<file path="config.mk">
export PLATFORM = sky130hd
export DESIGN_NAME = pk64_alu
export DESIGN_NICKNAME = d
export VERILOG_FILES = /design/src/rtl/pk64_pkg.sv /design/src/rtl/pk64_decode.sv /design/src/rtl/pk64_lane_add.sv /design/src/rtl/pk64_lane_bank.sv /design/src/rtl/pk64_alu.sv
export SDC_FILE = /design/constraint.sdc
export NUM_CORES = 1
export LEC_CHECK = 0
export CAP_MARGIN = 20
export CORE_MARGIN = 2
export CORE_UTILIZATION = 30
export CTS_CLUSTER_SIZE = 30
export DETAILED_ROUTE_END_ITERATION = 6
export DONT_BUFFER_PORTS = 1
export PLACE_DENSITY = 0.48
export SLEW_MARGIN = 10
export SYNTH_ARGS = -nofsm -noshare
export SYNTH_HDL_FRONTEND = slang
export SYNTH_SLANG_ARGS = --single-unit
</file>
<file path="constraint.sdc">
create_clock -name clk -period 4.9 [get_ports clk]
set_input_delay 1.47 -clock clk [delete_from_list [all_inputs] [get_ports clk]]
set_output_delay 1.47 -clock clk [all_outputs]
set_load 0.01 [all_outputs]
</file>
<file path="src/rtl/pk64_pkg.sv">
package pk64_pkg;

  localparam logic [7:0] OPC_ADD_B_WRAP = 8'hFC;
  localparam logic [7:0] OPC_ADD_H_WRAP = 8'hFD;
  localparam logic [7:0] OPC_ADD_W_WRAP = 8'hFE;
  localparam logic [7:0] OPC_ADD_B_SSAT = 8'hEC;
  localparam logic [7:0] OPC_ADD_H_SSAT = 8'hED;
  localparam logic [7:0] OPC_ADD_B_USAT = 8'hDC;
  localparam logic [7:0] OPC_ADD_H_USAT = 8'hDD;
  localparam logic [7:0] OPC_LOG_AND    = 8'hDB;
  localparam logic [7:0] OPC_LOG_ANDN   = 8'hDF;

  typedef enum logic [1:0] {
    POL_WRAP = 2'd0,
    POL_SSAT = 2'd1,
    POL_USAT = 2'd2
  } pol_e;

  typedef enum logic [1:0] {
    LW_8  = 2'd0,
    LW_16 = 2'd1,
    LW_32 = 2'd2
  } lwid_e;

  typedef enum logic [1:0] {
    K_ADD  = 2'd0,
    K_AND  = 2'd1,
    K_ANDN = 2'd2,
    K_BAD  = 2'd3
  } kind_e;

  typedef struct packed {
    kind_e kind;
    lwid_e lwid;
    pol_e  pol;
  } uop_t;

endpackage

</file>
<file path="src/rtl/pk64_decode.sv">
module pk64_decode
  import pk64_pkg::*;
(
  input  logic [7:0] opcode,
  output uop_t       uop
);

  always_comb begin
    uop = '{kind: K_BAD, lwid: LW_8, pol: POL_WRAP};
    unique case (opcode)
      OPC_ADD_B_WRAP: uop = '{kind: K_ADD,  lwid: LW_8,  pol: POL_WRAP};
      OPC_ADD_H_WRAP: uop = '{kind: K_ADD,  lwid: LW_16, pol: POL_WRAP};
      OPC_ADD_W_WRAP: uop = '{kind: K_ADD,  lwid: LW_32, pol: POL_WRAP};
      OPC_ADD_B_SSAT: uop = '{kind: K_ADD,  lwid: LW_8,  pol: POL_SSAT};
      OPC_ADD_H_SSAT: uop = '{kind: K_ADD,  lwid: LW_16, pol: POL_SSAT};
      OPC_ADD_B_USAT: uop = '{kind: K_ADD,  lwid: LW_8,  pol: POL_USAT};
      OPC_ADD_H_USAT: uop = '{kind: K_ADD,  lwid: LW_16, pol: POL_USAT};
      OPC_LOG_AND:    uop = '{kind: K_AND,  lwid: LW_8,  pol: POL_WRAP};
      OPC_LOG_ANDN:   uop = '{kind: K_ANDN, lwid: LW_8,  pol: POL_WRAP};
      default:        uop = '{kind: K_BAD,  lwid: LW_8,  pol: POL_WRAP};
    endcase
  end

endmodule

</file>
<file path="src/rtl/pk64_lane_add.sv">
module pk64_lane_add
  import pk64_pkg::*;
#(
  parameter int LW = 8
) (
  input  logic [LW-1:0] a,
  input  logic [LW-1:0] b,
  input  pol_e          pol,
  output logic [LW-1:0] y
);

  localparam logic [LW-1:0] SMAX = {1'b0, {(LW-1){1'b1}}};
  localparam logic [LW-1:0] SMIN = {1'b1, {(LW-1){1'b0}}};
  localparam logic [LW-1:0] UMAX = {LW{1'b1}};

  logic [LW:0] raw;
  logic        carry;
  logic        sovf;

  always_comb begin
    raw   = {1'b0, a} + {1'b0, b};
    carry = raw[LW];
    sovf  = (a[LW-1] == b[LW-1]) && (raw[LW-1] != a[LW-1]);
    unique case (pol)
      POL_SSAT: y = sovf ? (a[LW-1] ? SMIN : SMAX) : raw[LW-1:0];
      POL_USAT: y = carry ? UMAX : raw[LW-1:0];
      default:  y = raw[LW-1:0];
    endcase
  end

endmodule

</file>
<file path="src/rtl/pk64_lane_bank.sv">
module pk64_lane_bank
  import pk64_pkg::*;
#(
  parameter int DW = 64,
  parameter int LW = 8
) (
  input  logic [DW-1:0] a,
  input  logic [DW-1:0] b,
  input  pol_e          pol,
  output logic [DW-1:0] y
);

  localparam int LANES = DW / LW;

  for (genvar i = 0; i < LANES; i++) begin : g_lane
    pk64_lane_add #(.LW(LW)) u_lane (
      .a  (a[i*LW +: LW]),
      .b  (b[i*LW +: LW]),
      .pol(pol),
      .y  (y[i*LW +: LW])
    );
  end

endmodule

</file>
<file path="src/rtl/pk64_alu.sv">
module pk64_alu
  import pk64_pkg::*;
#(
  parameter int DW     = 64,
  parameter int OPC_W  = 8,
  parameter int MIN_LW = 8
) (
  input  logic             clk,
  input  logic             rst,
  input  logic             in_valid,
  input  logic [OPC_W-1:0] in_opcode,
  input  logic [DW-1:0]    in_a,
  input  logic [DW-1:0]    in_b,
  output logic             out_valid,
  output logic [DW-1:0]    out_result,
  output logic             out_illegal
);

  localparam int NBANK = 3;

  uop_t          uop;
  logic [DW-1:0] bank_y [NBANK];
  logic [DW-1:0] add_y;
  logic [DW-1:0] next_y;
  logic          bad;

  pk64_decode u_dec (
    .opcode(in_opcode[7:0]),
    .uop   (uop)
  );

  for (genvar g = 0; g < NBANK; g++) begin : g_bank
    pk64_lane_bank #(.DW(DW), .LW(MIN_LW << g)) u_bank (
      .a  (in_a),
      .b  (in_b),
      .pol(uop.pol),
      .y  (bank_y[g])
    );
  end

  always_comb begin
    unique case (uop.lwid)
      LW_16:   add_y = bank_y[1];
      LW_32:   add_y = bank_y[2];
      default: add_y = bank_y[0];
    endcase
  end

  always_comb begin
    bad = (uop.kind == K_BAD);
    unique case (uop.kind)
      K_ADD:   next_y = add_y;
      K_AND:   next_y = in_a & in_b;
      K_ANDN:  next_y = ~in_a & in_b;
      default: next_y = '0;
    endcase
  end

  always_ff @(posedge clk) begin
    if (rst) begin
      out_valid   <= 1'b0;
      out_illegal <= 1'b0;
      out_result  <= '0;
    end else begin
      out_valid   <= in_valid;
      out_illegal <= in_valid && bad;
      if (in_valid) out_result <= next_y;
    end
  end

  AST_VALID_NEXT: assert property (@(posedge clk) disable iff (rst)
    in_valid |=> out_valid);
  AST_IDLE_QUIET: assert property (@(posedge clk) disable iff (rst)
    !in_valid |=> (!out_valid && !out_illegal && $stable(out_result)));
  AST_ILLEGAL_ZERO: assert property (@(posedge clk) disable iff (rst)
    out_illegal |-> (out_valid && out_result == '0));
  AST_ILLEGAL_PULSE: assert property (@(posedge clk) disable iff (rst)
    (out_illegal && !in_valid) |=> !out_illegal);
  AST_AND_SUBSET: assert property (@(posedge clk) disable iff (rst)
    (in_valid && in_opcode == OPC_LOG_AND) |=> ((out_result & ~$past(in_b)) == '0));
  AST_ANDN_DEST: assert property (@(posedge clk) disable iff (rst)
    (in_valid && in_opcode == OPC_LOG_ANDN) |=> ((out_result & $past(in_a)) == '0));

endmodule

</file>
Word level (Yosys, flattened, before mapping)
Cells that the tools add are included.

Register bits after elaboration: 66. Bits of input ports: 139. Word-level logic and storage cells: 133.

Add/sub/neg operators: 14. Equality and inequality tests: 38. Muxes and demuxes: 59. Bitwise logic cells: 3. Reduce and logical (&&, ||, !) cells: 16.

Operators by type and width (count): $mux W16 (12); $mux W32 (6); $mux W8 (24); $pmux W64 S3 (1); $and A64 B64 Y64 (2); $pmux W16 S2 (4); $pmux W32 S2 (2); $pmux W64 S2 (1); $pmux W8 S2 (8); $add A8 B8 Y9 (8); $eq A8 B8 Y1 const B (9); $add A16 B16 Y17 (4); $add A32 B32 Y33 (2); $not A64 Y64 (1); $pmux W6 S9 (1); $logic_and A1 B1 Y1 (15); $ne A1 B1 Y1 (14); $eq A1 B1 Y1 (8); $eq A2 B2 Y1 const B (4); $eq A2 B1 Y1 const B (3); $logic_not A2 Y1 (1).

Logic depth before layout (Yosys ltp)
Gate-level depths: netlist of the first run.

Depth after elaboration: 7. Mapped depth: 15.

Modules after synthesis
From an unflattened synthesis of the first run, not the netlist that was laid out.

Cells, all modules: 2363. Area total of the unflattened synthesis: 18441.4 sq um.

Modules (own cells, without submodules): pk64_lane_add at g_bank[0].u_bank.g_lane[0].u_lane ... (times used 8, cells each 82, area an instance 624.3 sq um, sequential area each 0.0 sq um); pk64_alu (times used 1, cells each 527, area an instance 4621.9 sq um, sequential area each 1321.3 sq um); pk64_lane_add at g_bank[2].u_bank.g_lane[0].u_lane ... (times used 2, cells each 283, area an instance 2093.3 sq um, sequential area each 0.0 sq um); pk64_lane_add at g_bank[1].u_bank.g_lane[1].u_lane ... (times used 3, cells each 145, area an instance 1114.8 sq um, sequential area each 0.0 sq um); pk64_lane_add at g_bank[1].u_bank.g_lane[0].u_lane (times used 1, cells each 160, area an instance 1148.6 sq um, sequential area each 0.0 sq um); pk64_decode (times used 1, cells each 19, area an instance 145.1 sq um, sequential area each 0.0 sq um).

Worst setup path after synthesis of the first run
No wires, ideal clock.

Path kind: input to register. From: input in_a[16]. To: register out_result[17]. Arrival: 4033 ps. Required time: 4773 ps. Setup slack: 740 ps. Stages: 12. Path buffers: 1. Cells stage by stage: ha_1 > fa_1 > a211oi_1 > o211a_1 > or2_0 > buf_2 > o21bai_2 > a32o_2 > o21ai_2 > nand2_1 > a221o_1 > o2bb2ai_1.

Cells in the longest elaborated chain, start to end: 7. Elaborated cells between the ends (all ways): 20.

RTL lines: from (decl) (line pk64_alu.sv:12) `input logic [DW-1:0] in_a,`; $add A32 B32 Y33 (tied with other cells) (line pk64_lane_add.sv:21) `raw = {1'b0, a} + {1'b0, b};`; $ne A1 B1 Y1 (line pk64_lane_add.sv:23) `sovf = (a[LW-1] == b[LW-1]) && (raw[LW-1] != a[LW-1]);`; $logic_and A1 B1 Y1 (line pk64_lane_add.sv:23); $mux W32 (tied with other cells) (line pk64_lane_add.sv:25) `POL_SSAT: y = sovf ? (a[LW-1] ? SMIN : SMAX) : raw[LW-1:0];`; $pmux W32 S2 (tied with other cells) (line pk64_lane_add.sv:24) `unique case (pol)`; $pmux W64 S2 (*) (line pk64_alu.sv:42) `unique case (uop.lwid)`; $pmux W64 S3 (*) (line pk64_alu.sv:51) `unique case (uop.kind)`; to (signal assigned) (line pk64_alu.sv:67) `if (in_valid) out_result <= next_y;`; to (decl) (line pk64_alu.sv:15) `output logic [DW-1:0] out_result,`.

Every way passes the cells marked *; elsewhere a longest branch is shown, timed or not. A chain may end at the register's enable or synchronous reset.

Final worst setup path of the first run
From: input in_a[24]. To: register out_result[4].

Cells in the longest elaborated chain, start to end: 7. Elaborated cells between the ends (all ways): 8.

RTL lines (line): $add A32 B32 Y33 (*) (pk64_lane_add.sv:21); $ne A1 B1 Y1 (pk64_lane_add.sv:23); $logic_and A1 B1 Y1 (pk64_lane_add.sv:23); $mux W32 (pk64_lane_add.sv:25); $pmux W32 S2 (*) (pk64_lane_add.sv:24); $pmux W64 S2 (*) (pk64_alu.sv:42); $pmux W64 S3 (*) (pk64_alu.sv:51).

Marks and branches as above.

==> results of run 1 <==
==> worst min-delay path by stage <==
stage / startpoint / endpoint / slack, ns / cells after the start
3_3_place_gp: out_result[2]$_SDFFE_PP0P_ / out_result[2]$_SDFFE_PP0P_ / 0.53 / 2
5_1_grt: out_result[2]$_SDFFE_PP0P_ / out_result[2]$_SDFFE_PP0P_ / 0.59 / 2
2_1_floorplan: out_result[47]$_SDFFE_PP0P_ / out_result[47]$_SDFFE_PP0P_ / 0.47 / 2
3_5_place_dp: out_result[2]$_SDFFE_PP0P_ / out_result[2]$_SDFFE_PP0P_ / 0.54 / 2
4_1_cts: out_result[2]$_SDFFE_PP0P_ / out_result[2]$_SDFFE_PP0P_ / 0.55 / 2
6_report: out_result[2]$_SDFFE_PP0P_ / out_result[2]$_SDFFE_PP0P_ / 0.55 / 2
==> power breakdown <==
part / switching, mW / internal, mW
Sequential: 0.00807 / 0.543
Clock: 0.310 / 0.363
Combinational: 0.747 / 0.453
Total: 1.07 / 1.36
==> cells in the mapped netlist, types with 6 or more instances <==
cell type	n	share of area, %
sky130_fd_sc_hd__or4_1	6	0.39
sky130_fd_sc_hd__buf_1	6	0.19
sky130_fd_sc_hd__nand2b_1	24	1.3
sky130_fd_sc_hd__a22oi_1	10	0.65
sky130_fd_sc_hd__o31ai_1	15	0.97
sky130_fd_sc_hd__nor2_1	131	4.2
sky130_fd_sc_hd__and2_1	6	0.32
sky130_fd_sc_hd__o21ai_1	18	0.78
sky130_fd_sc_hd__or2_2	6	0.32
sky130_fd_sc_hd__a221oi_1	8	0.60
sky130_fd_sc_hd__inv_1	52	1.7
sky130_fd_sc_hd__a211oi_1	29	1.9
sky130_fd_sc_hd__nand2_1	148	4.8
sky130_fd_sc_hd__xnor2_1	71	5.4
sky130_fd_sc_hd__o221ai_1	10	0.75
sky130_fd_sc_hd__nand3_1	28	1.2
sky130_fd_sc_hd__fa_1	8	1.4
sky130_fd_sc_hd__a21oi_1	170	7.3
sky130_fd_sc_hd__o211ai_1	24	1.6
sky130_fd_sc_hd__o21ai_0	168	7.2
sky130_fd_sc_hd__a21boi_0	8	0.52
sky130_fd_sc_hd__nor3_1	22	0.95
sky130_fd_sc_hd__xor2_1	95	7.2
sky130_fd_sc_hd__o31a_1	6	0.45
sky130_fd_sc_hd__o21a_1	18	1.2
sky130_fd_sc_hd__or3_1	8	0.43
sky130_fd_sc_hd__a221o_1	9	0.78
sky130_fd_sc_hd__clkbuf_1	65	2.1
sky130_fd_sc_hd__ha_1	71	7.7
sky130_fd_sc_hd__a21o_1	44	2.8
sky130_fd_sc_hd__buf_2	38	1.6
sky130_fd_sc_hd__a32oi_1	40	3.0
sky130_fd_sc_hd__a2111oi_0	6	0.45
sky130_fd_sc_hd__nor2b_1	16	0.86
sky130_fd_sc_hd__dfxtp_1	66	11
sky130_fd_sc_hd__a31oi_1	33	1.8
sky130_fd_sc_hd__o21bai_1	17	1.1
sky130_fd_sc_hd__o32ai_1	6	0.45
sky130_fd_sc_hd__o22ai_1	19	1.0
sky130_fd_sc_hd__nand4_1	28	1.5
==> worst max-delay path, stage by stage <==
cell,delay [ns]
sky130_fd_sc_hd__ha_1,0.21
sky130_fd_sc_hd__inv_1,0.11
sky130_fd_sc_hd__fa_1,0.45
sky130_fd_sc_hd__nand2b_1,0.20
sky130_fd_sc_hd__a211oi_1,0.31
sky130_fd_sc_hd__o31a_1,0.36
sky130_fd_sc_hd__o21bai_2,0.28
sky130_fd_sc_hd__a32o_2,0.29
sky130_fd_sc_hd__a21boi_2,0.16
sky130_fd_sc_hd__a2111oi_2,0.55
sky130_fd_sc_hd__a31oi_1,0.09
sky130_fd_sc_hd__o21ai_1,0.14
==> kinds of logic after synthesis <==
| kind of cell | count (synthesis) | share of synthesized area [%] |
|---|---|---|
| multiplexers | 1 | 0.0863 |
| AND/OR/NAND/NOR | 444 | 17.7 |
| buffers and inverters | 174 | 6.38 |
| AO/OA/AOI/OAI | 743 | 42.9 |
| flip-flops | 66 | 11.4 |
| XOR/XNOR | 166 | 12.5 |
| adder cells (fa/ha/maj) | 79 | 9.04 |
==> routing by layer <==
| metal | vias to the layer above | share of wire [%] | wire length (um) | global-route usage (%) |
|---|---|---|---|---|
| li1 | 6273 | - | - | - |
| met1 | 6539 | 46 | 26800 | 40.6 |
| met3 | 64 | 11 | 6140 | 7.44 |
| met4 | 0 | 2.2 | 1280 | 8.15 |
| met5 | - | 0 | 0 | 0 |
| met2 | 718 | 41 | 23400 | 39.8 |
==> registers in the layout, summed over array words and instances (netlist names) <==
| name | flops |
|---|---|
| out_illegal | 1 |
| out_result | 64 |
| out_valid | 1 |
==> layout make-up <==
type	count	area share [%]
sequential	66	10.4
tap	518	5.09
clock buffer	13	2.05
timing repair buffer	93	5.59
inverter	57	1.68
multi-input combinational	1433	75.2
==> layout by cell type (no fill, tap or decap), types with 33 or more instances in the layout <==
master                    instances
sky130_fd_sc_hd__o21ai_0        168
sky130_fd_sc_hd__dfxtp_1         66
sky130_fd_sc_hd__ha_1            70
sky130_fd_sc_hd__a21o_1          44
sky130_fd_sc_hd__inv_1           52
sky130_fd_sc_hd__xor2_1          95
sky130_fd_sc_hd__a31oi_1         33
sky130_fd_sc_hd__nor2_1         130
sky130_fd_sc_hd__a21oi_1        169
sky130_fd_sc_hd__nand2_1        148
sky130_fd_sc_hd__buf_4           92
sky130_fd_sc_hd__xnor2_1         71
sky130_fd_sc_hd__a32oi_1         40
==> report_table.html, run 1 <==
<table>
<tr><th>Metric</th><th>Value</th></tr>
<tr><th colspan="2">Outcome</th></tr>
<tr><td>Status</td><td>completed</td></tr>
<tr><th colspan="2">Cells and area</th></tr>
<tr><td>FF+latch area</td><td>approximately 1300 um^2</td></tr>
<tr><td>Final core utilization</td><td>between 30% and 40%</td></tr>
<tr><td>Antenna fix cells</td><td>0</td></tr>
<tr><td>Fillcell total</td><td>around 4,300</td></tr>
<tr><td>Layout cell share with drive strength beyond 1</td><td>a little under a tenth</td></tr>
<tr><td>Area growth from synthesis to layout</td><td>9.66%</td></tr>
<tr><td>Number of nets in the final layout</td><td>about 1,900</td></tr>
<tr><td>Area occupied by multi-input gates</td><td>9570 um^2</td></tr>
<tr><td>Final std cells w/o fill</td><td>2,180</td></tr>
<tr><td>Design area</td><td>12,700 um^2</td></tr>
<tr><th colspan="2">STA</th></tr>
<tr><td>Max Transition Viols Final</td><td>0</td></tr>
<tr><td>Total Neg Setup Slack</td><td>0 ns</td></tr>
<tr><td>Largest clock skew in the final design</td><td>0 ns</td></tr>
<tr><td>Final clock period utilization by the worst path</td><td>88.0%</td></tr>
<tr><td>RSZ-0062 raised after global routing</td><td>false</td></tr>
<tr><td>Relative slew slack</td><td>between 40% and 50%</td></tr>
<tr><td>Hold Violations, Final</td><td>0</td></tr>
<tr><td>Worst hold-check slack</td><td>0.545 ns</td></tr>
<tr><td>Number of endpoints failing setup at the final stage</td><td>0</td></tr>
<tr><td>Worst slew pin tran</td><td>around 0.76 ns</td></tr>
<tr><td>Highest Clock Rate</td><td>about 230 MHz</td></tr>
<tr><td>Post-route minimum period</td><td>approximately 4.3 ns</td></tr>
<tr><td>Final setup margin</td><td>between 0.5 and 0.6 ns</td></tr>
<tr><th colspan="2">Synth</th></tr>
<tr><td>Number of unique standard cell types used by synthesis</td><td>96</td></tr>
<tr><td>Gate count of the mapped netlist</td><td>approximately 1,700</td></tr>
<tr><td>Sequential cell area fraction in the yosys report</td><td>between 10% and 20%</td></tr>
<tr><td>Average instance area after synthesis</td><td>about 6.9 um^2</td></tr>
<tr><td>Prevailing post-synth register cell</td><td>sky130_fd_sc_hd__dfxtp_1</td></tr>
<tr><td>Async set-reset flop share out of synthesis</td><td>0%</td></tr>
<tr><td>Net count after synthesis</td><td>~1,900</td></tr>
<tr><td>Flip-flop and latch count after synthesis</td><td>66</td></tr>
<tr><td>Number of enable-type register cells in the synthesized netlist</td><td>0</td></tr>
<tr><td>Summed instance area of the synthesized netlist</td><td>approximately 12,000 um^2</td></tr>
<tr><td>Number of synthesis warnings</td><td>0</td></tr>
<tr><th colspan="2">GRT</th></tr>
<tr><td>Maximum number of pins on one net before global-route repair</td><td>39</td></tr>
<tr><td>First-pass GRT wire length</td><td>between 80 and 90 mm</td></tr>
<tr><td>Grt total ovfl</td><td>0</td></tr>
<tr><td>Total Routing Usage GR</td><td>between 20% and 30%</td></tr>
<tr><td>Vias in the first global route</td><td>12,774</td></tr>
<tr><td>Number of antenna violations at the first check in global routing</td><td>0</td></tr>
<tr><th colspan="2">Floorplanning</th></tr>
<tr><td>Die X</td><td>between 200 and 250 um</td></tr>
<tr><td>Die area</td><td>about 40,000 um^2</td></tr>
<tr><td>Core area</td><td>38,400 um^2</td></tr>
<tr><td>Die H</td><td>roughly 200 um</td></tr>
<tr><td>Ports</td><td>approximately 210</td></tr>
<tr><td>Starting density of the core</td><td>30.2%</td></tr>
<tr><td>Core Rows</td><td>approximately 70</td></tr>
<tr><th colspan="2">Place</th></tr>
<tr><td>Post-detail-place hpwl</td><td>45.0 mm</td></tr>
<tr><td>Number of port buffers</td><td>0</td></tr>
<tr><td>Placed standard-cell area</td><td>12,500 um^2</td></tr>
<tr><td>Pre-CTS setup slack</td><td>roughly 0.28 ns</td></tr>
<tr><td>Cell count after placement</td><td>2,167</td></tr>
<tr><td>Weighted congestion at the end of routability-driven global placement</td><td>between 0.9 and 1</td></tr>
<tr><th colspan="2">Power and ir drop</th></tr>
<tr><td>Leak</td><td>4.81 nW</td></tr>
<tr><td>Overall power consumption</td><td>2.42 mW</td></tr>
<tr><td>Power density over cell area</td><td>around 190 nW/um^2</td></tr>
<tr><td>Maximum VDD drop</td><td>about 0.16 mV</td></tr>
<tr><th colspan="2">Detailed routing</th></tr>
<tr><td>Count of unresolved DRC violations after routing</td><td>0</td></tr>
<tr><td>Initial DRC Count</td><td>~1,400</td></tr>
<tr><td>Routed len/inst</td><td>between 20 and 30 um</td></tr>
<tr><td>Drt via density</td><td>slightly above 6</td></tr>
<tr><td>Drt first pass iters</td><td>5</td></tr>
<tr><td>Via count</td><td>about 14,000</td></tr>
<tr><td>Number of nets with antenna violations after detailed routing</td><td>0</td></tr>
<tr><td>Total Routed Length</td><td>about 58 mm</td></tr>
<tr><th colspan="2">CTS</th></tr>
<tr><td>CTS tree</td><td>built</td></tr>
<tr><td>Clock buffer count from CTS</td><td>9</td></tr>
<tr><td>Root buffer cell</td><td>sky130_fd_sc_hd__clkbuf_16</td></tr>
<tr><td>Total of hold buffers inserted after clock tree synthesis</td><td>0</td></tr>
<tr><td>Post-CTS Setup Bufs</td><td>0</td></tr>
<tr><td>Clk Latency, worst-skew pair</td><td>between 0.3 and 0.4 ns</td></tr>
<tr><td>Maximum number of buffers from clock root to sink</td><td>2</td></tr>
<tr><td>Post-cts gate resize count</td><td>0</td></tr>
<tr><td>CTS H-tree lvls</td><td>3</td></tr>
<tr><td>Clk sinks</td><td>66</td></tr>
<tr><td>Clock-pin slew on the worst setup and hold paths</td><td>approximately 0.070 ns</td></tr>
<tr><th colspan="2">Hold path</th></tr>
<tr><td>Worst hold path class</td><td>flop to flop</td></tr>
<tr><th colspan="2">Setup path</th></tr>
<tr><td>Data required time at the worst endpoint</td><td>5.21 ns</td></tr>
<tr><td>End of the critical path</td><td>out_result[4]$_SDFFE_PP0P_</td></tr>
<tr><td>Launching point of the worst reg2reg path</td><td>out_result[34]$_SDFFE_PP0P_</td></tr>
<tr><td>Start point of the critical path</td><td>in_a[24]</td></tr>
<tr><td>Element type at the critical path start</td><td>input port</td></tr>
<tr><td>R2R Path End</td><td>out_result[34]$_SDFFE_PP0P_</td></tr>
<tr><td>Reg2reg path depth</td><td>3</td></tr>
<tr><td>Critical path fanouts, max</td><td>9</td></tr>
<tr><td>Worst endpoint data arrival time</td><td>4.63 ns</td></tr>
<tr><td>Worst-case register-to-register setup slack</td><td>3.39 ns</td></tr>
<tr><td>Setup crit end kind</td><td>flop</td></tr>
<tr><td>Critical Setup Path Class</td><td>input port to flop</td></tr>
<tr><th colspan="2">Run</th></tr>
<tr><td>Max capacitance violation total</td><td>0</td></tr>
</table>
Note: power is estimated with default switching activity, not from simulation.
==> run 2, diff against run 1 <==
--- a/config.mk
+++ b/config.mk
@@ -5,6 +5,7 @@
 export SDC_FILE = /design/constraint.sdc
 export NUM_CORES = 1
 export LEC_CHECK = 0
+export ABC_AREA = 1
 export CAP_MARGIN = 20
 export CORE_MARGIN = 2
 export CORE_UTILIZATION = 30
==> run 2 against run 1 <==
  * Sequential cell count stayed put
  * Setup slack better by 0.23 ns
  * Clock-buffer cell count is 2 lower
  * Clock skew stayed put
  * Critical endpoint is now out_result[41]$_SDFFE_PP0P_
  * Register-to-register slack better by 0.63 ns
  * Largest power group unchanged
  * First-iteration DRC count is 40% higher
  * Utilization is 0.72 points lower
==> report_table.html, run 2 <==
<table>
<tr><th>Metric</th><th>Value</th></tr>
<tr><th colspan="2">STA</th></tr>
<tr><td>Max Transition Viols Final</td><td>0</td></tr>
<tr><td>Relative slew slack</td><td>45.5%</td></tr>
<tr><td>RSZ-0062 raised after global routing</td><td>false</td></tr>
<tr><td>Post-route minimum period</td><td>4.09 ns</td></tr>
<tr><td>Worst hold-check slack</td><td>approximately 0.5 ns</td></tr>
<tr><td>Worst slew pin tran</td><td>around 0.82 ns</td></tr>
<tr><td>Hold Violations, Final</td><td>0</td></tr>
<tr><td>Total Neg Setup Slack</td><td>0 ns</td></tr>
<tr><td>Largest clock skew in the final design</td><td>0 ns</td></tr>
<tr><td>Highest Clock Rate</td><td>about 240 MHz</td></tr>
<tr><td>Final clock period utilization by the worst path</td><td>a little over four fifths</td></tr>
<tr><td>Number of endpoints failing setup at the final stage</td><td>0</td></tr>
<tr><th colspan="2">CTS</th></tr>
<tr><td>Clk Latency, worst-skew pair</td><td>between 0.3 and 0.4 ns</td></tr>
<tr><td>Maximum number of buffers from clock root to sink</td><td>2</td></tr>
<tr><td>Post-CTS Setup Bufs</td><td>0</td></tr>
<tr><td>CTS tree</td><td>built</td></tr>
<tr><td>Total of hold buffers inserted after clock tree synthesis</td><td>0</td></tr>
<tr><td>Clk sinks</td><td>66</td></tr>
<tr><td>Clock buffer count from CTS</td><td>9</td></tr>
<tr><td>Post-cts gate resize count</td><td>0</td></tr>
<tr><td>CTS H-tree lvls</td><td>3</td></tr>
<tr><td>Root buffer cell</td><td>sky130_fd_sc_hd__clkbuf_16</td></tr>
<tr><td>Clock-pin slew on the worst setup and hold paths</td><td>roughly 0.09 ns</td></tr>
<tr><th colspan="2">Cells and area</th></tr>
<tr><td>Number of nets in the final layout</td><td>a little under 3,000</td></tr>
<tr><td>Antenna fix cells</td><td>0</td></tr>
<tr><td>Reg with most FFs</td><td>out_result</td></tr>
<tr><td>Biggest regs</td><td>out_result: 64 flops, out_illegal: 1 flops, out_valid: 1 flops</td></tr>
<tr><td>Final std cells w/o fill</td><td>about 3,300</td></tr>
<tr><td>FF+latch area</td><td>1320 um^2</td></tr>
<tr><td>Max FFs per register</td><td>between 60 and 70</td></tr>
<tr><td>Most frequent standard cell in the layout excluding fill and tap cells</td><td>sky130_fd_sc_hd__nand2_1</td></tr>
<tr><td>Area growth from synthesis to layout</td><td>6.89%</td></tr>
<tr><td>Fillcell total</td><td>about 5,400</td></tr>
<tr><td>Layout cell share with drive strength beyond 1</td><td>between 4 and 5%</td></tr>
<tr><td>Most used cells in the layout excluding fill and tap cells</td><td>sky130_fd_sc_hd__nand2_1 (1,142), sky130_fd_sc_hd__inv_1 (294), sky130_fd_sc_hd__a21oi_1 (260)</td></tr>
<tr><td>Area occupied by multi-input gates</td><td>roughly 11,000 um^2</td></tr>
<tr><th colspan="2">Floorplanning</th></tr>
<tr><td>Die area</td><td>between 40,000 and 50,000 um^2</td></tr>
<tr><td>Die X</td><td>between 200 and 250 um</td></tr>
<tr><td>Starting density of the core</td><td>between 30% and 40%</td></tr>
<tr><td>Ports</td><td>~210</td></tr>
<tr><td>Core area</td><td>~46,000 um^2</td></tr>
<tr><td>Core Rows</td><td>79</td></tr>
<tr><td>Die H</td><td>221 um</td></tr>
<tr><th colspan="2">Synth</th></tr>
<tr><td>Flip-flop and latch count after synthesis</td><td>between 60 and 70</td></tr>
<tr><td>Prevailing post-synth register cell</td><td>sky130_fd_sc_hd__dfxtp_1</td></tr>
<tr><td>Count leader, synth</td><td>sky130_fd_sc_hd__nand2_1</td></tr>
<tr><td>Async set-reset flop share out of synthesis</td><td>0%</td></tr>
<tr><td>Top cells by area, synth</td><td>sky130_fd_sc_hd__nand2_1 (30%), sky130_fd_sc_hd__dfxtp_1 (9.4%), sky130_fd_sc_hd__a21oi_1 (9.2%)</td></tr>
<tr><td>Most frequent cells after synthesis</td><td>sky130_fd_sc_hd__nand2_1 (1,142), sky130_fd_sc_hd__inv_1 (295), sky130_fd_sc_hd__a21oi_1 (260)</td></tr>
<tr><td>Sequential cell area fraction in the yosys report</td><td>approximately a tenth</td></tr>
<tr><td>Proportion of netlist area held by the largest area contributor</td><td>30.4%</td></tr>
<tr><td>Gate count of the mapped netlist</td><td>between 2,000 and 3,000</td></tr>
<tr><td>Net count after synthesis</td><td>around 3,000</td></tr>
<tr><td>Post-synth top area cell</td><td>sky130_fd_sc_hd__nand2_1</td></tr>
<tr><td>Number of unique standard cell types used by synthesis</td><td>48</td></tr>
<tr><td>Summed instance area of the synthesized netlist</td><td>14,100 um^2</td></tr>
<tr><td>Number of synthesis warnings</td><td>0</td></tr>
<tr><td>Average instance area after synthesis</td><td>around 5 um^2</td></tr>
<tr><td>Number of enable-type register cells in the synthesized netlist</td><td>0</td></tr>
<tr><th colspan="2">Place</th></tr>
<tr><td>Cell count after placement</td><td>3,315</td></tr>
<tr><td>Weighted congestion at the end of routability-driven global placement</td><td>0.957</td></tr>
<tr><td>Post-detail-place hpwl</td><td>50.5 mm</td></tr>
<tr><td>Number of port buffers</td><td>0</td></tr>
<tr><th colspan="2">Setup path</th></tr>
<tr><td>Element type at the critical path start</td><td>input port</td></tr>
<tr><td>Setup crit end kind</td><td>flop</td></tr>
<tr><td>CP cell instances</td><td>nand2_1, nor2_1, inv_1, nor2_1, inv_1, nor4_1, nor2_1, nand4_1, inv_1, nor2_1, inv_1, ha_2, buf_4, nand2_1, a21oi_1, o21ai_0, nand2_1, nand2_1, a21oi_1</td></tr>
<tr><td>Worst-case register-to-register setup slack</td><td>4.02 ns</td></tr>
<tr><td>Critical Setup Path Class</td><td>input port to flop</td></tr>
<tr><td>Cell with the biggest individual delay on the critical path</td><td>sky130_fd_sc_hd__ha_2</td></tr>
<tr><td>Slowest stage delay, CP</td><td>0.69 ns</td></tr>
<tr><td>Data required time at the worst endpoint</td><td>around 5.3 ns</td></tr>
<tr><td>Buffers and inverters on the worst path</td><td>5</td></tr>
<tr><td>Worst endpoint data arrival time</td><td>between 4 and 5 ns</td></tr>
<tr><td>Top Family by Delay on Critical Path</td><td>simple AND/OR/NAND/NOR gates</td></tr>
<tr><td>Critical path fanouts, max</td><td>14</td></tr>
<tr><th colspan="2">Detailed routing</th></tr>
<tr><td>Drt first pass iters</td><td>6</td></tr>
<tr><td>Count of unresolved DRC violations after routing</td><td>0</td></tr>
<tr><td>Initial DRC Count</td><td>roughly 2,000</td></tr>
<tr><td>Drt via density</td><td>5.40</td></tr>
<tr><td>Via count</td><td>roughly 18,000</td></tr>
<tr><td>Total Routed Length</td><td>about 65 mm</td></tr>
<tr><td>Number of nets with antenna violations after detailed routing</td><td>0</td></tr>
<tr><td>Routed len/inst</td><td>19.5 um</td></tr>
<tr><th colspan="2">GRT</th></tr>
<tr><td>Number of antenna violations at the first check in global routing</td><td>0</td></tr>
<tr><td>First-pass GRT wire length</td><td>about 96 mm</td></tr>
<tr><td>Total Routing Usage GR</td><td>25.9%</td></tr>
<tr><td>Grt total ovfl</td><td>0</td></tr>
<tr><td>Vias in the first global route</td><td>between 15,000 and 20,000</td></tr>
<tr><td>Maximum number of pins on one net before global-route repair</td><td>between 60 and 70</td></tr>
<tr><th colspan="2">Outcome</th></tr>
<tr><td>Status</td><td>completed</td></tr>
<tr><th colspan="2">Hold path</th></tr>
<tr><td>Worst hold path class</td><td>flop to flop</td></tr>
<tr><th colspan="2">Power and ir drop</th></tr>
<tr><td>Maximum VDD drop</td><td>~0.16 mV</td></tr>
<tr><td>Leak</td><td>about 7.5 nW</td></tr>
<tr><td>Overall power consumption</td><td>approximately 2.5 mW</td></tr>
<tr><td>Power density over cell area</td><td>between 150 and 200 nW/um^2</td></tr>
<tr><th colspan="2">Run</th></tr>
<tr><td>Max capacitance violation total</td><td>0</td></tr>
</table>
==> run 2: cell types whose count changed after synthesis, sizes merged, moves of 32 or more <==
cell,delta
xor2,-32
nand2,+1017
nand3,+149
a21oi,+91
inv,+247
nor2,+81
xnor2,-59
a21o,-43
a32oi,-40
==> run 2: path summary, 6_finish.rpt <==
kind / startpoint / to / depth (start not counted)
setup / recovery: in_opcode[6] / out_result[41]$_SDFFE_PP0P_ / 19
hold / removal: out_result[37]$_SDFFE_PP0P_ / out_result[37]$_SDFFE_PP0P_ / 2
setup reg to reg: out_result[51]$_SDFFE_PP0P_ / out_result[51]$_SDFFE_PP0P_ / 2
hold reg to reg: out_result[37]$_SDFFE_PP0P_ / out_result[37]$_SDFFE_PP0P_ / 2
==> run 2: report_power, final <==
group          switching [mW]  total (mW)  internal [mW]
logic                   0.880        1.28          0.403
clock network           0.309       0.723          0.414
registers             0.00134       0.539          0.538
total                    1.19        2.55           1.36
==> run 2: worst min-delay path, delay by kind of cell (launching register included) <==
kind            cells  cell delay (ns)
simple gates        1             0.07
compound gates      1             0.05
flops               1             0.33
==> run 2: area by class of cell <==
class / count / share of cell area [%]
clock buffers: 11 / 1.68
repair buffers: 41 / 2.46
multi-input cells: 2295 / 74.2
clock inverters: 3 / 0.266
well taps: 607 / 5.04
flip-flops and latches: 66 / 8.77
inverters: 306 / 7.62
==> run 2: per-stage QoR <==
step / util [%] / cell area [um^2] / setup WS (ns)
floorplan: - / 14100 / 1.16
global route: 32.4 / 15100 / 0.543
global placement: 31.8 / 14800 / 0.396
detailed placement: 31.8 / 14800 / 0.399
CTS: 32.4 / 15100 / 0.832
finish: 32.4 / 15100 / 0.815
==> run 2: metal layers <==
metal	share of wire [%]	up-vias	track usage [%]
met4	3.2	0	9.38
li1	-	8757	-
met5	0	-	0
met3	8.8	101	5.46
met2	43	750	39.8
met1	45	8352	35.5
==> run 2: kinds of logic after synthesis <==
group,Yosys count,share of synthesized area [%]
XOR/XNOR,75,4.66
flip-flops,66,9.37
adder cells (fa/ha/maj),79,7.44
AO/OA/AOI/OAI,502,19.3
AND/OR/NAND/NOR,1639,47.7
buffers and inverters,417,11.5
==> run 3, diff against run 2 <==
==> constraint.sdc (replaced) <==
create_clock -name clk -period 3.8 [get_ports clk]
set_input_delay 1.14 -clock clk [delete_from_list [all_inputs] [get_ports clk]]
set_output_delay 1.14 -clock clk [all_outputs]
set_load 0.01 [all_outputs]
==> run 3 against run 2 <==
  * Utilization rose by 2.2 points
  * Setup slack got worse by 0.50 ns
  * First-iteration DRC count fell by 9.7%
  * Total power rose by 34%
  * Critical path type unchanged
  * Largest cell class unchanged
  * Highest routed layer is now met5
==> report_table.html, run 3 (synthesis results as in run 2) <==
<table>
<tr><th>Metric</th><th>Value</th></tr>
<tr><th colspan="2">GRT</th></tr>
<tr><td>Vias in the first global route</td><td>approximately 17,000</td></tr>
<tr><td>Grt total ovfl</td><td>0</td></tr>
<tr><td>Number of antenna violations at the first check in global routing</td><td>1</td></tr>
<tr><td>Total Routing Usage GR</td><td>around a quarter</td></tr>
<tr><td>Maximum number of pins on one net before global-route repair</td><td>67</td></tr>
<tr><td>First-pass GRT wire length</td><td>between 90 and 100 mm</td></tr>
<tr><th colspan="2">STA</th></tr>
<tr><td>Worst slew pin tran</td><td>0.732 ns</td></tr>
<tr><td>Final setup margin</td><td>approximately 0.31 ns</td></tr>
<tr><td>Post-route minimum period</td><td>between 3 and 4 ns</td></tr>
<tr><td>Relative slew slack</td><td>~51%</td></tr>
<tr><td>Largest clock skew in the final design</td><td>0 ns</td></tr>
<tr><td>Hold Violations, Final</td><td>0</td></tr>
<tr><td>Number of endpoints failing setup at the final stage</td><td>0</td></tr>
<tr><td>Highest Clock Rate</td><td>between 200 and 300 MHz</td></tr>
<tr><td>Total Neg Setup Slack</td><td>0 ns</td></tr>
<tr><td>RSZ-0062 raised after global routing</td><td>false</td></tr>
<tr><td>Final clock period utilization by the worst path</td><td>around nine tenths</td></tr>
<tr><td>Max Transition Viols Final</td><td>0</td></tr>
<tr><th colspan="2">Setup path</th></tr>
<tr><td>Slowest stage delay, CP</td><td>around 0.37 ns</td></tr>
<tr><td>Element type at the critical path start</td><td>input port</td></tr>
<tr><td>Cell with the biggest individual delay on the critical path</td><td>sky130_fd_sc_hd__ha_1</td></tr>
<tr><td>CP cell instances</td><td>nand2_1, nor2_1, inv_1, nor3_1, buf_4, inv_1, ha_1, nor2_1, inv_1, buf_4, nand2_1, inv_1, nor2_1, nand2_1, nand2_1, a21oi_1, nand2_1, nand2_1, nand2_1, a21oi_1</td></tr>
<tr><td>Setup crit end kind</td><td>flop</td></tr>
<tr><td>Reg2reg path depth</td><td>2</td></tr>
<tr><td>Cell type with the highest occurrence count on the critical path</td><td>sky130_fd_sc_hd__nand2_1</td></tr>
<tr><td>Data required time at the worst endpoint</td><td>4.08 ns</td></tr>
<tr><td>Worst-case register-to-register setup slack</td><td>3.00 ns</td></tr>
<tr><td>Launching point of the worst reg2reg path</td><td>out_result[25]$_SDFFE_PP0P_</td></tr>
<tr><td>Critical path fanouts, max</td><td>7</td></tr>
<tr><td>Critical Setup Path Class</td><td>input port to flop</td></tr>
<tr><td>Worst endpoint data arrival time</td><td>roughly 3.8 ns</td></tr>
<tr><td>R2R Path End</td><td>out_result[25]$_SDFFE_PP0P_</td></tr>
<tr><th colspan="2">CTS</th></tr>
<tr><td>Total of hold buffers inserted after clock tree synthesis</td><td>0</td></tr>
<tr><td>Clk Latency, worst-skew pair</td><td>between 0.3 and 0.4 ns</td></tr>
<tr><td>Post-cts gate resize count</td><td>0</td></tr>
<tr><td>Maximum number of buffers from clock root to sink</td><td>2</td></tr>
<tr><td>Clk sinks</td><td>66</td></tr>
<tr><td>CTS tree</td><td>built</td></tr>
<tr><td>Clock-pin slew on the worst setup and hold paths</td><td>about 0.07 ns</td></tr>
<tr><td>CTS H-tree lvls</td><td>3</td></tr>
<tr><td>Clock buffer count from CTS</td><td>9</td></tr>
<tr><td>Post-CTS Setup Bufs</td><td>0</td></tr>
<tr><td>Root buffer cell</td><td>sky130_fd_sc_hd__clkbuf_16</td></tr>
<tr><th colspan="2">Cells and area</th></tr>
<tr><td>FF+latch area</td><td>about 1300 um^2</td></tr>
<tr><td>Reg with most FFs</td><td>out_result</td></tr>
<tr><td>Area occupied by multi-input gates</td><td>around 11,000 um^2</td></tr>
<tr><td>Most frequent standard cell in the layout excluding fill and tap cells</td><td>sky130_fd_sc_hd__nand2_1</td></tr>
<tr><td>Final core utilization</td><td>between 30% and 40%</td></tr>
<tr><td>Most used cells in the layout excluding fill and tap cells</td><td>sky130_fd_sc_hd__nand2_1 (1,142), sky130_fd_sc_hd__inv_1 (294), sky130_fd_sc_hd__a21oi_1 (260)</td></tr>
<tr><td>Area growth from synthesis to layout</td><td>14.3%</td></tr>
<tr><td>Number of nets in the final layout</td><td>~3,000</td></tr>
<tr><td>Max FFs per register</td><td>64</td></tr>
<tr><td>Layout cell share with drive strength beyond 1</td><td>under 10%</td></tr>
<tr><td>Antenna fix cells</td><td>0</td></tr>
<tr><td>Biggest regs</td><td>out_result: 64 flops, out_illegal: 1 flops, out_valid: 1 flops</td></tr>
<tr><td>Fillcell total</td><td>roughly 5,300</td></tr>
<tr><th colspan="2">Floorplanning</th></tr>
<tr><td>Core area</td><td>about 46,000 um^2</td></tr>
<tr><td>Die X</td><td>221 um</td></tr>
<tr><td>Die H</td><td>roughly 220 um</td></tr>
<tr><td>Core Rows</td><td>79</td></tr>
<tr><td>Die area</td><td>48,800 um^2</td></tr>
<tr><td>Starting density of the core</td><td>a little under a third</td></tr>
<tr><td>Ports</td><td>about 210</td></tr>
<tr><th colspan="2">Power and ir drop</th></tr>
<tr><td>Maximum VDD drop</td><td>around 0.22 mV</td></tr>
<tr><td>Power density over cell area</td><td>between 200 and 250 nW/um^2</td></tr>
<tr><td>Leak</td><td>8.14 nW</td></tr>
<tr><th colspan="2">Detailed routing</th></tr>
<tr><td>Initial DRC Count</td><td>around 1,800</td></tr>
<tr><td>Via count</td><td>approximately 18,000</td></tr>
<tr><td>Count of unresolved DRC violations after routing</td><td>0</td></tr>
<tr><td>Total Routed Length</td><td>around 65 mm</td></tr>
<tr><td>Drt first pass iters</td><td>6</td></tr>
<tr><td>Drt via density</td><td>approximately 5.3</td></tr>
<tr><td>Routed len/inst</td><td>~19 um</td></tr>
<tr><td>Number of nets with antenna violations after detailed routing</td><td>0</td></tr>
<tr><th colspan="2">Hold path</th></tr>
<tr><td>Critical hold path startpoint</td><td>out_result[44]$_SDFFE_PP0P_</td></tr>
<tr><td>Worst hold path stage count</td><td>2</td></tr>
<tr><td>Worst hold path class</td><td>flop to flop</td></tr>
<tr><td>End point of the most critical hold path</td><td>out_result[44]$_SDFFE_PP0P_</td></tr>
<tr><th colspan="2">Place</th></tr>
<tr><td>Pre-CTS setup slack</td><td>-0.0649 ns</td></tr>
<tr><td>Post-detail-place hpwl</td><td>around 52 mm</td></tr>
<tr><td>Number of port buffers</td><td>0</td></tr>
<tr><td>Weighted congestion at the end of routability-driven global placement</td><td>between 0.9 and 1</td></tr>
<tr><th colspan="2">Outcome</th></tr>
<tr><td>Status</td><td>completed</td></tr>
<tr><th colspan="2">Run</th></tr>
<tr><td>Max capacitance violation total</td><td>0</td></tr>
</table>
[run 3: changes by cell type in the layout (fill, tap and decap cells not counted), sizes merged]
cell      change
clkbuf        -1
clkinvlp      +2
buf         +117
[run 3: worst max-delay path by stage]
stage	start	slack (ns)	to	cells past startpoint
global route	in_opcode[3]	0.009	out_result[19]$_SDFFE_PP0P_	20
CTS	in_opcode[3]	0.34	out_result[20]$_SDFFE_PP0P_	20
finish	in_opcode[3]	0.31	out_result[20]$_SDFFE_PP0P_	20
floorplan	in_opcode[3]	0.39	out_result[15]$_SDFFE_PP0P_	18
global placement	in_opcode[3]	-0.06	out_result[20]$_SDFFE_PP0P_	20
detailed placement	in_opcode[3]	-0.06	out_result[20]$_SDFFE_PP0P_	20
[run 3: through the flow]
stage	hold WS, ns	cell area (um^2)	instances	power, mW
2_1_floorplan	0.490	14100	2778	1.91
4_1_cts	0.506	16100	3447	3.43
6_report	0.502	16100	3447	3.42
3_5_place_dp	0.497	15800	3432	2.46
3_3_place_gp	0.493	15800	3432	2.45
5_1_grt	0.522	16100	3447	3.67
[run 3: power by group]
| group | internal (mW) | switching, mW | leakage (nW) |
|---|---|---|---|
| Combinational | 0.622 | 1.16 | 7.47 |
| Clock | 0.520 | 0.416 | 0.140 |
| Sequential | 0.693 | 0.00171 | 0.532 |
[run 3: layer usage]
| layer | global-route usage, % | part of all wire, % | vias up |
|---|---|---|---|
| met4 | 7.56 | 2.3 | 2 |
| met1 | 36.1 | 46 | 8413 |
| met5 | 0 | 0.019 | - |
| li1 | - | - | 8992 |
| met2 | 41.7 | 44 | 713 |
| met3 | 3.68 | 7.3 | 91 |
[run 3: layout make-up]
| type | instances | share of cell area (%) |
|---|---|---|
| Timing Repair Buffer | 158 | 8.76 |
| Multi-Input combinational cell | 2295 | 69.4 |
| Inverter | 306 | 7.13 |
| Clock buffer | 10 | 1.48 |
| Tap cell | 607 | 4.71 |
| Sequential cell | 66 | 8.20 |
| Clock inverter | 5 | 0.342 |
[run 3: worst max-delay path: cells and delay by family]
kind | cells | cell delay, ns
compound gates | 2 | 0.12
fa+ha+maj | 1 | 0.37
buf+inv | 6 | 0.78
simple gates | 11 | 1.35
